### config.mk
export PLATFORM = sky130hd
export DESIGN_NAME = dbell_mbox_top
export DESIGN_NICKNAME = d
export VERILOG_FILES = /design/src/rtl/dbell_pkg.sv /design/src/rtl/dbell_port_dec.sv /design/src/rtl/dbell_word.sv /design/src/rtl/dbell_rd_port.sv /design/src/rtl/dbell_mbox_top.sv
export SDC_FILE = /design/constraint.sdc
export NUM_CORES = 1
export LEC_CHECK = 0
export ABC_AREA = 1
export CAP_MARGIN = 40
export CORE_MARGIN = 2
export CORE_UTILIZATION = 35
export CTS_CLUSTER_DIAMETER = 50
export DETAILED_ROUTE_END_ITERATION = 6
export DONT_BUFFER_PORTS = 1
export PLACE_DENSITY = 0.53
export REMOVE_ABC_BUFFERS = 1
export SYNTH_ARGS = -nofsm -noshare
export SYNTH_HDL_FRONTEND = slang
export SYNTH_HIERARCHICAL = 1
export SYNTH_SLANG_ARGS = --single-unit
### constraint.sdc
create_clock -name clk -period 2.05 [get_ports clk]
set_input_delay 0.205 -clock clk [delete_from_list [all_inputs] [get_ports clk]]
set_output_delay 0.205 -clock clk [all_outputs]
set_load 0.05 [all_outputs]
### src/rtl/dbell_pkg.sv
package dbell_pkg;
  // window offsets inside a channel's slot
  localparam logic [4:0] OFS_STAT = 5'h00;
  localparam logic [4:0] OFS_SET  = 5'h08;
  localparam logic [4:0] OFS_CLR  = 5'h10;
  // address field positions
  localparam int CH_SHIFT = 5;   // channel slot stride 0x20
  localparam int DIR_BIT  = 8;   // direction block stride 0x100
  localparam int CH_W     = DIR_BIT - CH_SHIFT;

  typedef enum logic [1:0] {
    K_NONE = 2'd0,
    K_STAT = 2'd1,
    K_SET  = 2'd2,
    K_CLR  = 2'd3
  } acc_kind_e;
endpackage

### src/rtl/dbell_port_dec.sv
module dbell_port_dec
  import dbell_pkg::*;
#(
  parameter int NUM_CH = 3,
  parameter int SEC_CH = 2,
  parameter int DW     = 32,
  parameter int AW     = 10
) (
  input  logic [AW-1:0]          addr,
  input  logic                   we,
  input  logic [DW-1:0]          wdata,
  input  logic                   sec,
  output logic [2*NUM_CH*DW-1:0] set_m,
  output logic [2*NUM_CH*DW-1:0] clr_m,
  output logic                   hit_stat,
  output logic [$clog2(2*NUM_CH)-1:0] widx
);
  localparam int NW     = 2 * NUM_CH;
  localparam int WIDX_W = $clog2(NW);

  logic [CH_W-1:0] ch;
  logic            dir;
  logic            upper_ok;
  logic            ok;
  acc_kind_e       kind;

  always_comb begin
    ch       = addr[DIR_BIT-1:CH_SHIFT];
    dir      = addr[DIR_BIT];
    upper_ok = (addr[AW-1:DIR_BIT+1] == '0);
    case (addr[CH_SHIFT-1:0])
      OFS_STAT: kind = K_STAT;
      OFS_SET:  kind = K_SET;
      OFS_CLR:  kind = K_CLR;
      default:  kind = K_NONE;
    endcase
    ok       = upper_ok && (int'(ch) < NUM_CH) && (sec || (int'(ch) != SEC_CH));
    widx     = WIDX_W'(ch) + (dir ? WIDX_W'(NUM_CH) : WIDX_W'(0));
    hit_stat = ok && (kind == K_STAT);
  end

  for (genvar w = 0; w < NW; w++) begin : g_mask
    logic sel;
    assign sel = ok && we && (widx == WIDX_W'(w));
    assign set_m[w*DW +: DW] = (sel && kind == K_SET) ? wdata : '0;
    assign clr_m[w*DW +: DW] = (sel && kind == K_CLR) ? wdata : '0;
  end
endmodule

### src/rtl/dbell_word.sv
module dbell_word #(
  parameter int DW = 32
) (
  input  logic          clk,
  input  logic          rst,
  input  logic [DW-1:0] set_in,
  input  logic [DW-1:0] clr_in,
  output logic [DW-1:0] stat_q,
  output logic          irq_q
);
  always_ff @(posedge clk) begin
    if (rst) begin
      stat_q <= '0;
      irq_q  <= 1'b0;
    end else begin
      // removal dominates overlapping bits
      stat_q <= (stat_q | set_in) & ~clr_in;
      irq_q  <= |stat_q;
    end
  end
endmodule

### src/rtl/dbell_rd_port.sv
module dbell_rd_port #(
  parameter int NW = 6,
  parameter int DW = 32
) (
  input  logic                  clk,
  input  logic                  rst,
  input  logic                  hit,
  input  logic [$clog2(NW)-1:0] widx,
  input  logic [NW*DW-1:0]      words,
  output logic [DW-1:0]         rdata_q
);
  logic [DW-1:0] sel_word;

  always_comb begin
    sel_word = '0;
    for (int w = 0; w < NW; w++) begin
      if (int'(widx) == w) sel_word = words[w*DW +: DW];
    end
  end

  always_ff @(posedge clk) begin
    if (rst) rdata_q <= '0;
    else     rdata_q <= hit ? sel_word : '0;
  end
endmodule

### src/rtl/dbell_mbox_top.sv
module dbell_mbox_top #(
  parameter int NUM_CH = 3,
  parameter int SEC_CH = 2,
  parameter int DW     = 32,
  parameter int AW     = 10
) (
  input  logic              clk,
  input  logic              rst,
  input  logic [AW-1:0]     a_addr,
  input  logic              a_we,
  input  logic [DW-1:0]     a_wdata,
  input  logic              a_sec,
  output logic [DW-1:0]     a_rdata,
  input  logic [AW-1:0]     b_addr,
  input  logic              b_we,
  input  logic [DW-1:0]     b_wdata,
  input  logic              b_sec,
  output logic [DW-1:0]     b_rdata,
  output logic [NUM_CH-1:0] irq_ap,
  output logic [NUM_CH-1:0] irq_cp
);
  localparam int NPORT  = 2;
  localparam int NW     = 2 * NUM_CH;
  localparam int WIDX_W = $clog2(NW);

  logic [AW-1:0]     p_addr  [NPORT];
  logic              p_we    [NPORT];
  logic [DW-1:0]     p_wdata [NPORT];
  logic              p_sec   [NPORT];
  logic [DW-1:0]     p_rdata [NPORT];
  logic [NW*DW-1:0]  p_set   [NPORT];
  logic [NW*DW-1:0]  p_clr   [NPORT];
  logic              p_hit   [NPORT];
  logic [WIDX_W-1:0] p_widx  [NPORT];

  logic [NW*DW-1:0]  set_all;
  logic [NW*DW-1:0]  clr_all;
  logic [NW*DW-1:0]  stat_flat;
  logic [NW-1:0]     irq_all;

  assign p_addr[0]  = a_addr;
  assign p_we[0]    = a_we;
  assign p_wdata[0] = a_wdata;
  assign p_sec[0]   = a_sec;
  assign p_addr[1]  = b_addr;
  assign p_we[1]    = b_we;
  assign p_wdata[1] = b_wdata;
  assign p_sec[1]   = b_sec;
  assign a_rdata    = p_rdata[0];
  assign b_rdata    = p_rdata[1];

  for (genvar p = 0; p < NPORT; p++) begin : g_port
    dbell_port_dec #(.NUM_CH(NUM_CH), .SEC_CH(SEC_CH), .DW(DW), .AW(AW)) u_dec (
      .addr     (p_addr[p]),
      .we       (p_we[p]),
      .wdata    (p_wdata[p]),
      .sec      (p_sec[p]),
      .set_m    (p_set[p]),
      .clr_m    (p_clr[p]),
      .hit_stat (p_hit[p]),
      .widx     (p_widx[p])
    );
    dbell_rd_port #(.NW(NW), .DW(DW)) u_rd (
      .clk     (clk),
      .rst     (rst),
      .hit     (p_hit[p]),
      .widx    (p_widx[p]),
      .words   (stat_flat),
      .rdata_q (p_rdata[p])
    );
  end

  always_comb begin
    set_all = '0;
    clr_all = '0;
    for (int p = 0; p < NPORT; p++) begin
      set_all = set_all | p_set[p];
      clr_all = clr_all | p_clr[p];
    end
  end

  for (genvar w = 0; w < NW; w++) begin : g_word
    dbell_word #(.DW(DW)) u_word (
      .clk    (clk),
      .rst    (rst),
      .set_in (set_all[w*DW +: DW]),
      .clr_in (clr_all[w*DW +: DW]),
      .stat_q (stat_flat[w*DW +: DW]),
      .irq_q  (irq_all[w])
    );
  end

  assign irq_ap = irq_all[NUM_CH-1:0];
  assign irq_cp = irq_all[NW-1:NUM_CH];
endmodule

==> flow_summary.json <==
{
  "dr_wl_met2_um": 40700,
  "num_vias": 22400,
  "start_kind": "primary input",
  "status": "complete, but fails checks",
  "final.min_clock_period_ps": 2080,
  "hold_ws_ps": -263,
  "dr.pass1.iters": 7,
  "fin_cells": 4705,
  "yosys.cell_count.top_type": "nor2_1",
  "via_per_inst": 4.76,
  "worstPathMaxFanout": 8,
  "grt_max_degree": 201,
  "drv_slew": 0,
  "syn_avg_cell_area_um2": 5.70,
  "hold_viol_final": 109,
  "synth_cell_types": 25,
  "htree_levels": 2,
  "rows": 91,
  "ys_seq_elements": 262,
  "cts_root_buf": "clkbuf_16",
  "p_per_area_mw_per_mm2": 551,
  "hp-class": "primary input to register",
  "detail-route-antenna-nets": 0,
  "r2r_slack_ps": 20,
  "dieWidth_um": 254,
  "p_comb_share_pct": 11.2,
  "rsz0062_at_grt": "yes",
  "cap_viol_max_count": 0,
  "cts_sinks": 262,
  "drc_errors": 1,
  "seqPwrFrac_pct": 36.4,
  "wl_met3_um": 7580,
  "grt_pass1_vias": 19800,
  "violations": "design-rule violations, negative hold slack, negative setup slack",
  "gp_congestion": 0.868,
  "die-area_mm2": 0.0645,
  "fin_util_pct": 41.3,
  "hold_depth": 1,
  "ys_warn_count": 6,
  "synth_common_cells": "nor2_1 (1094), inv_1 (886), nand2_1 (640), dfxtp_1 (262), nor3_2 (176)",
  "static-leakage-power_nw": 12.6,
  "fin_nets": 3929,
  "routed_wirelength_um": 90200,
  "portBuffers": 0,
  "slowest_stage": "dlygate4sd3_1",
  "dp_hpwl_um": 55400,
  "power_mw": 14.1,
  "cp_cell_sequence": "ha_2 -> inv_2 -> fa_2 -> inv_2 -> nand2_1 -> nand2_2 -> nand2_2 -> nor2_4 -> nand2_4 -> clkbuf_16 -> nor2_1 -> inv_1 -> nand2_1 -> nor3_2 -> dlygate4sd3_1",
  "start_util_pct": 35.5,
  "fin_skew_ps": 29.0,
  "fmax_mhz": 481,
  "synth_area_mm2": 0.0219,
  "synth_edf_count": 0,
  "clk_path_buf_depth": 3,
  "r2r-end": "g_word[1].u_word/irq_q",
  "slew_headroom_pct": 53.8,
  "async_reset_ff_share_pct": 0,
  "ios": 160,
  "drive_gt1_share_pct": 15.8,
  "cp.arrival_ps": 2550,
  "core_mm2": 0.0617,
  "grt-ovfl-total": 0,
  "critPathKind": "primary input to register",
  "synth_area_leader_cell": "dfxtp_1",
  "drt-initial-drc-count": 2469,
  "timing.setup.tns_ps": -256,
  "min_to": "g_word[4].u_word/stat_q[13]",
  "synth_top_flop_cell": "dfxtp_1",
  "highest_layer": "met5",
  "syn_inst": 3836,
  "holdCritStartpoint": "rst",
  "crit_family": "buffers and inverters",
  "finalWorstSetupSlack_ps": -29.2,
  "finalCritPeriodShare_pct": 101,
  "vdd_ir_drop_max_mv": 0.507,
  "finalSetupViolations": 13,
  "r2r-start": "g_word[1].u_word/stat_q[7]",
  "worst-endpoint-required_ps": 2520,
  "syn_to_final_growth_pct": 16.5,
  "grt_usage_pct": 26.0,
  "clockPowerShare_pct": 52.4,
  "hold_buffers": 70,
  "antenna_found_initial": 2,
  "cp_slowest_stage_delay_ps": 570,
  "n_antenna_cell": 0,
  "ys_seq_area_share_pct": 24.0,
  "clkTransAtPathRegs_ps": 60,
  "switching_share_pct": 28.8,
  "cts_tree": "built",
  "reg2reg_depth": 7,
  "critical_path_buf_inv_count": 5,
  "placedCellCount": 4539,
  "tightest_slew_ps": 692,
  "met1_length_um": 38800,
  "die_h_um": 254,
  "post_drt_wl_per_cell_um": 19.2,
  "synth_area_leaders": "dfxtp_1 (24%), nor2_1 (19%), inv_1 (15%), nand2_1 (11%), nor3_2 (8.1%)",
  "p_sw_mw": 4.04,
  "power.internal_mw": 10.0,
  "grt_pass1_wl_um": 127000,
  "synth_top_area_share_pct": 24.0,
  "cts-buffers-inserted": 44,
  "clk_latency_ps": 590,
  "cp-end-kind": "register"
}
-- final cells by class --
type                            count  area, µm²
Clock buffer                       64       1300
Clock inverter                     15        129
Fill cell                        6676      36200
Inverter                          896       3370
Multi-Input combinational cell   2444      11900
Sequential cell                   262       5250
Tap cell                          837       1050
Timing Repair Buffer              187       2520
-- how the worst max path moves through the flow --
stage / start / to / slack (ps) / cells past startpoint
after global placement: a_addr[5] / g_port[0].u_rd/rdata_q[12] / -290 / 9
after floorplan: a_addr[5] / g_port[0].u_rd/rdata_q[10] / -820 / 9
after CTS: b_addr[5] / g_word[2].u_word/stat_q[24] / 9 / 13
after detailed placement: a_addr[5] / g_port[0].u_rd/rdata_q[12] / -290 / 9
final: b_addr[5] / g_word[3].u_word/stat_q[19] / -30 / 15
after global routing: b_addr[5] / g_word[3].u_word/stat_q[0] / -130 / 13
-- cell families (layout without fill, tap and decap cells) --
| logic type | count (synthesis) | in the layout | share of synthesized area, % |
|---|---|---|---|
| flops | 262 | 262 | 24.0 |
| compound gates | 160 | 160 | 3.66 |
| fa+ha+maj | 4 | 4 | 0.297 |
| simple gates | 2280 | 2280 | 49.2 |
| buf+inv | 1130 | 1162 | 22.9 |
-- sequential cells by signal (all words and copies together), names as in the netlist --
| signal | count |
|---|---|
| g_word.u_word/irq_q | 6 |
| g_port.u_rd/rdata_q | 64 |
| g_word.u_word/stat_q | 192 |
-- power groups by stage --
| stage | clock network (mW) | logic (mW) | registers [mW] |
|---|---|---|---|
| after global placement | 0 | 1.50 | 5.22 |
| final | 7.37 | 1.58 | 5.11 |
| after CTS | 7.46 | 1.49 | 5.11 |
| after global routing | 7.68 | 1.64 | 5.11 |
| after detailed placement | 0 | 1.49 | 5.22 |
| after floorplan | 0 | 0.739 | 5.22 |
-- layout by cell type, fill, tap and decap left out, types with 11 or more instances in the layout --
master	instances
o21ai_1	24
buf_12	62
nand2_1	631
nor2_1	1048
dlymetal6s4s_1	20
nor3_1	19
dfxtp_1	262
inv_2	11
nand4_1	128
clkbuf_16	54
nor2_4	11
nand3_1	68
dlygate4sd3_1	29
nand3_4	16
nor3_2	175
a21oi_1	64
nor2_2	159
o21ai_0	72
buf_4	64
inv_1	883
-- per-layer routing --
metal	GRT usage, %	vias to the layer above
li1	-	11200
met1	34.8	10000
met2	42.4	987
met3	4.57	178
met4	8.17	4
met5	0	-
-- repair_timing --
action | 4_1_cts | 5_1_grt
gates resized for setup | 0 | 103
setup endpoints to repair | 0 | 70
endpoints found under the hold margin | 198 | 150
setup buffers | 0 | 25
-- through the flow --
step / setup WS (ps) / area, µm² / hold slack (ps)
floorplan: -818 / 20200 / 276
global placement: -293 / 22800 / 362
detailed placement: -292 / 22800 / 362
CTS: 8.60 / 24900 / -247
global route: -127 / 25500 / -273
finish: -29.2 / 25500 / -263
(Power assumes the default switching activity.)
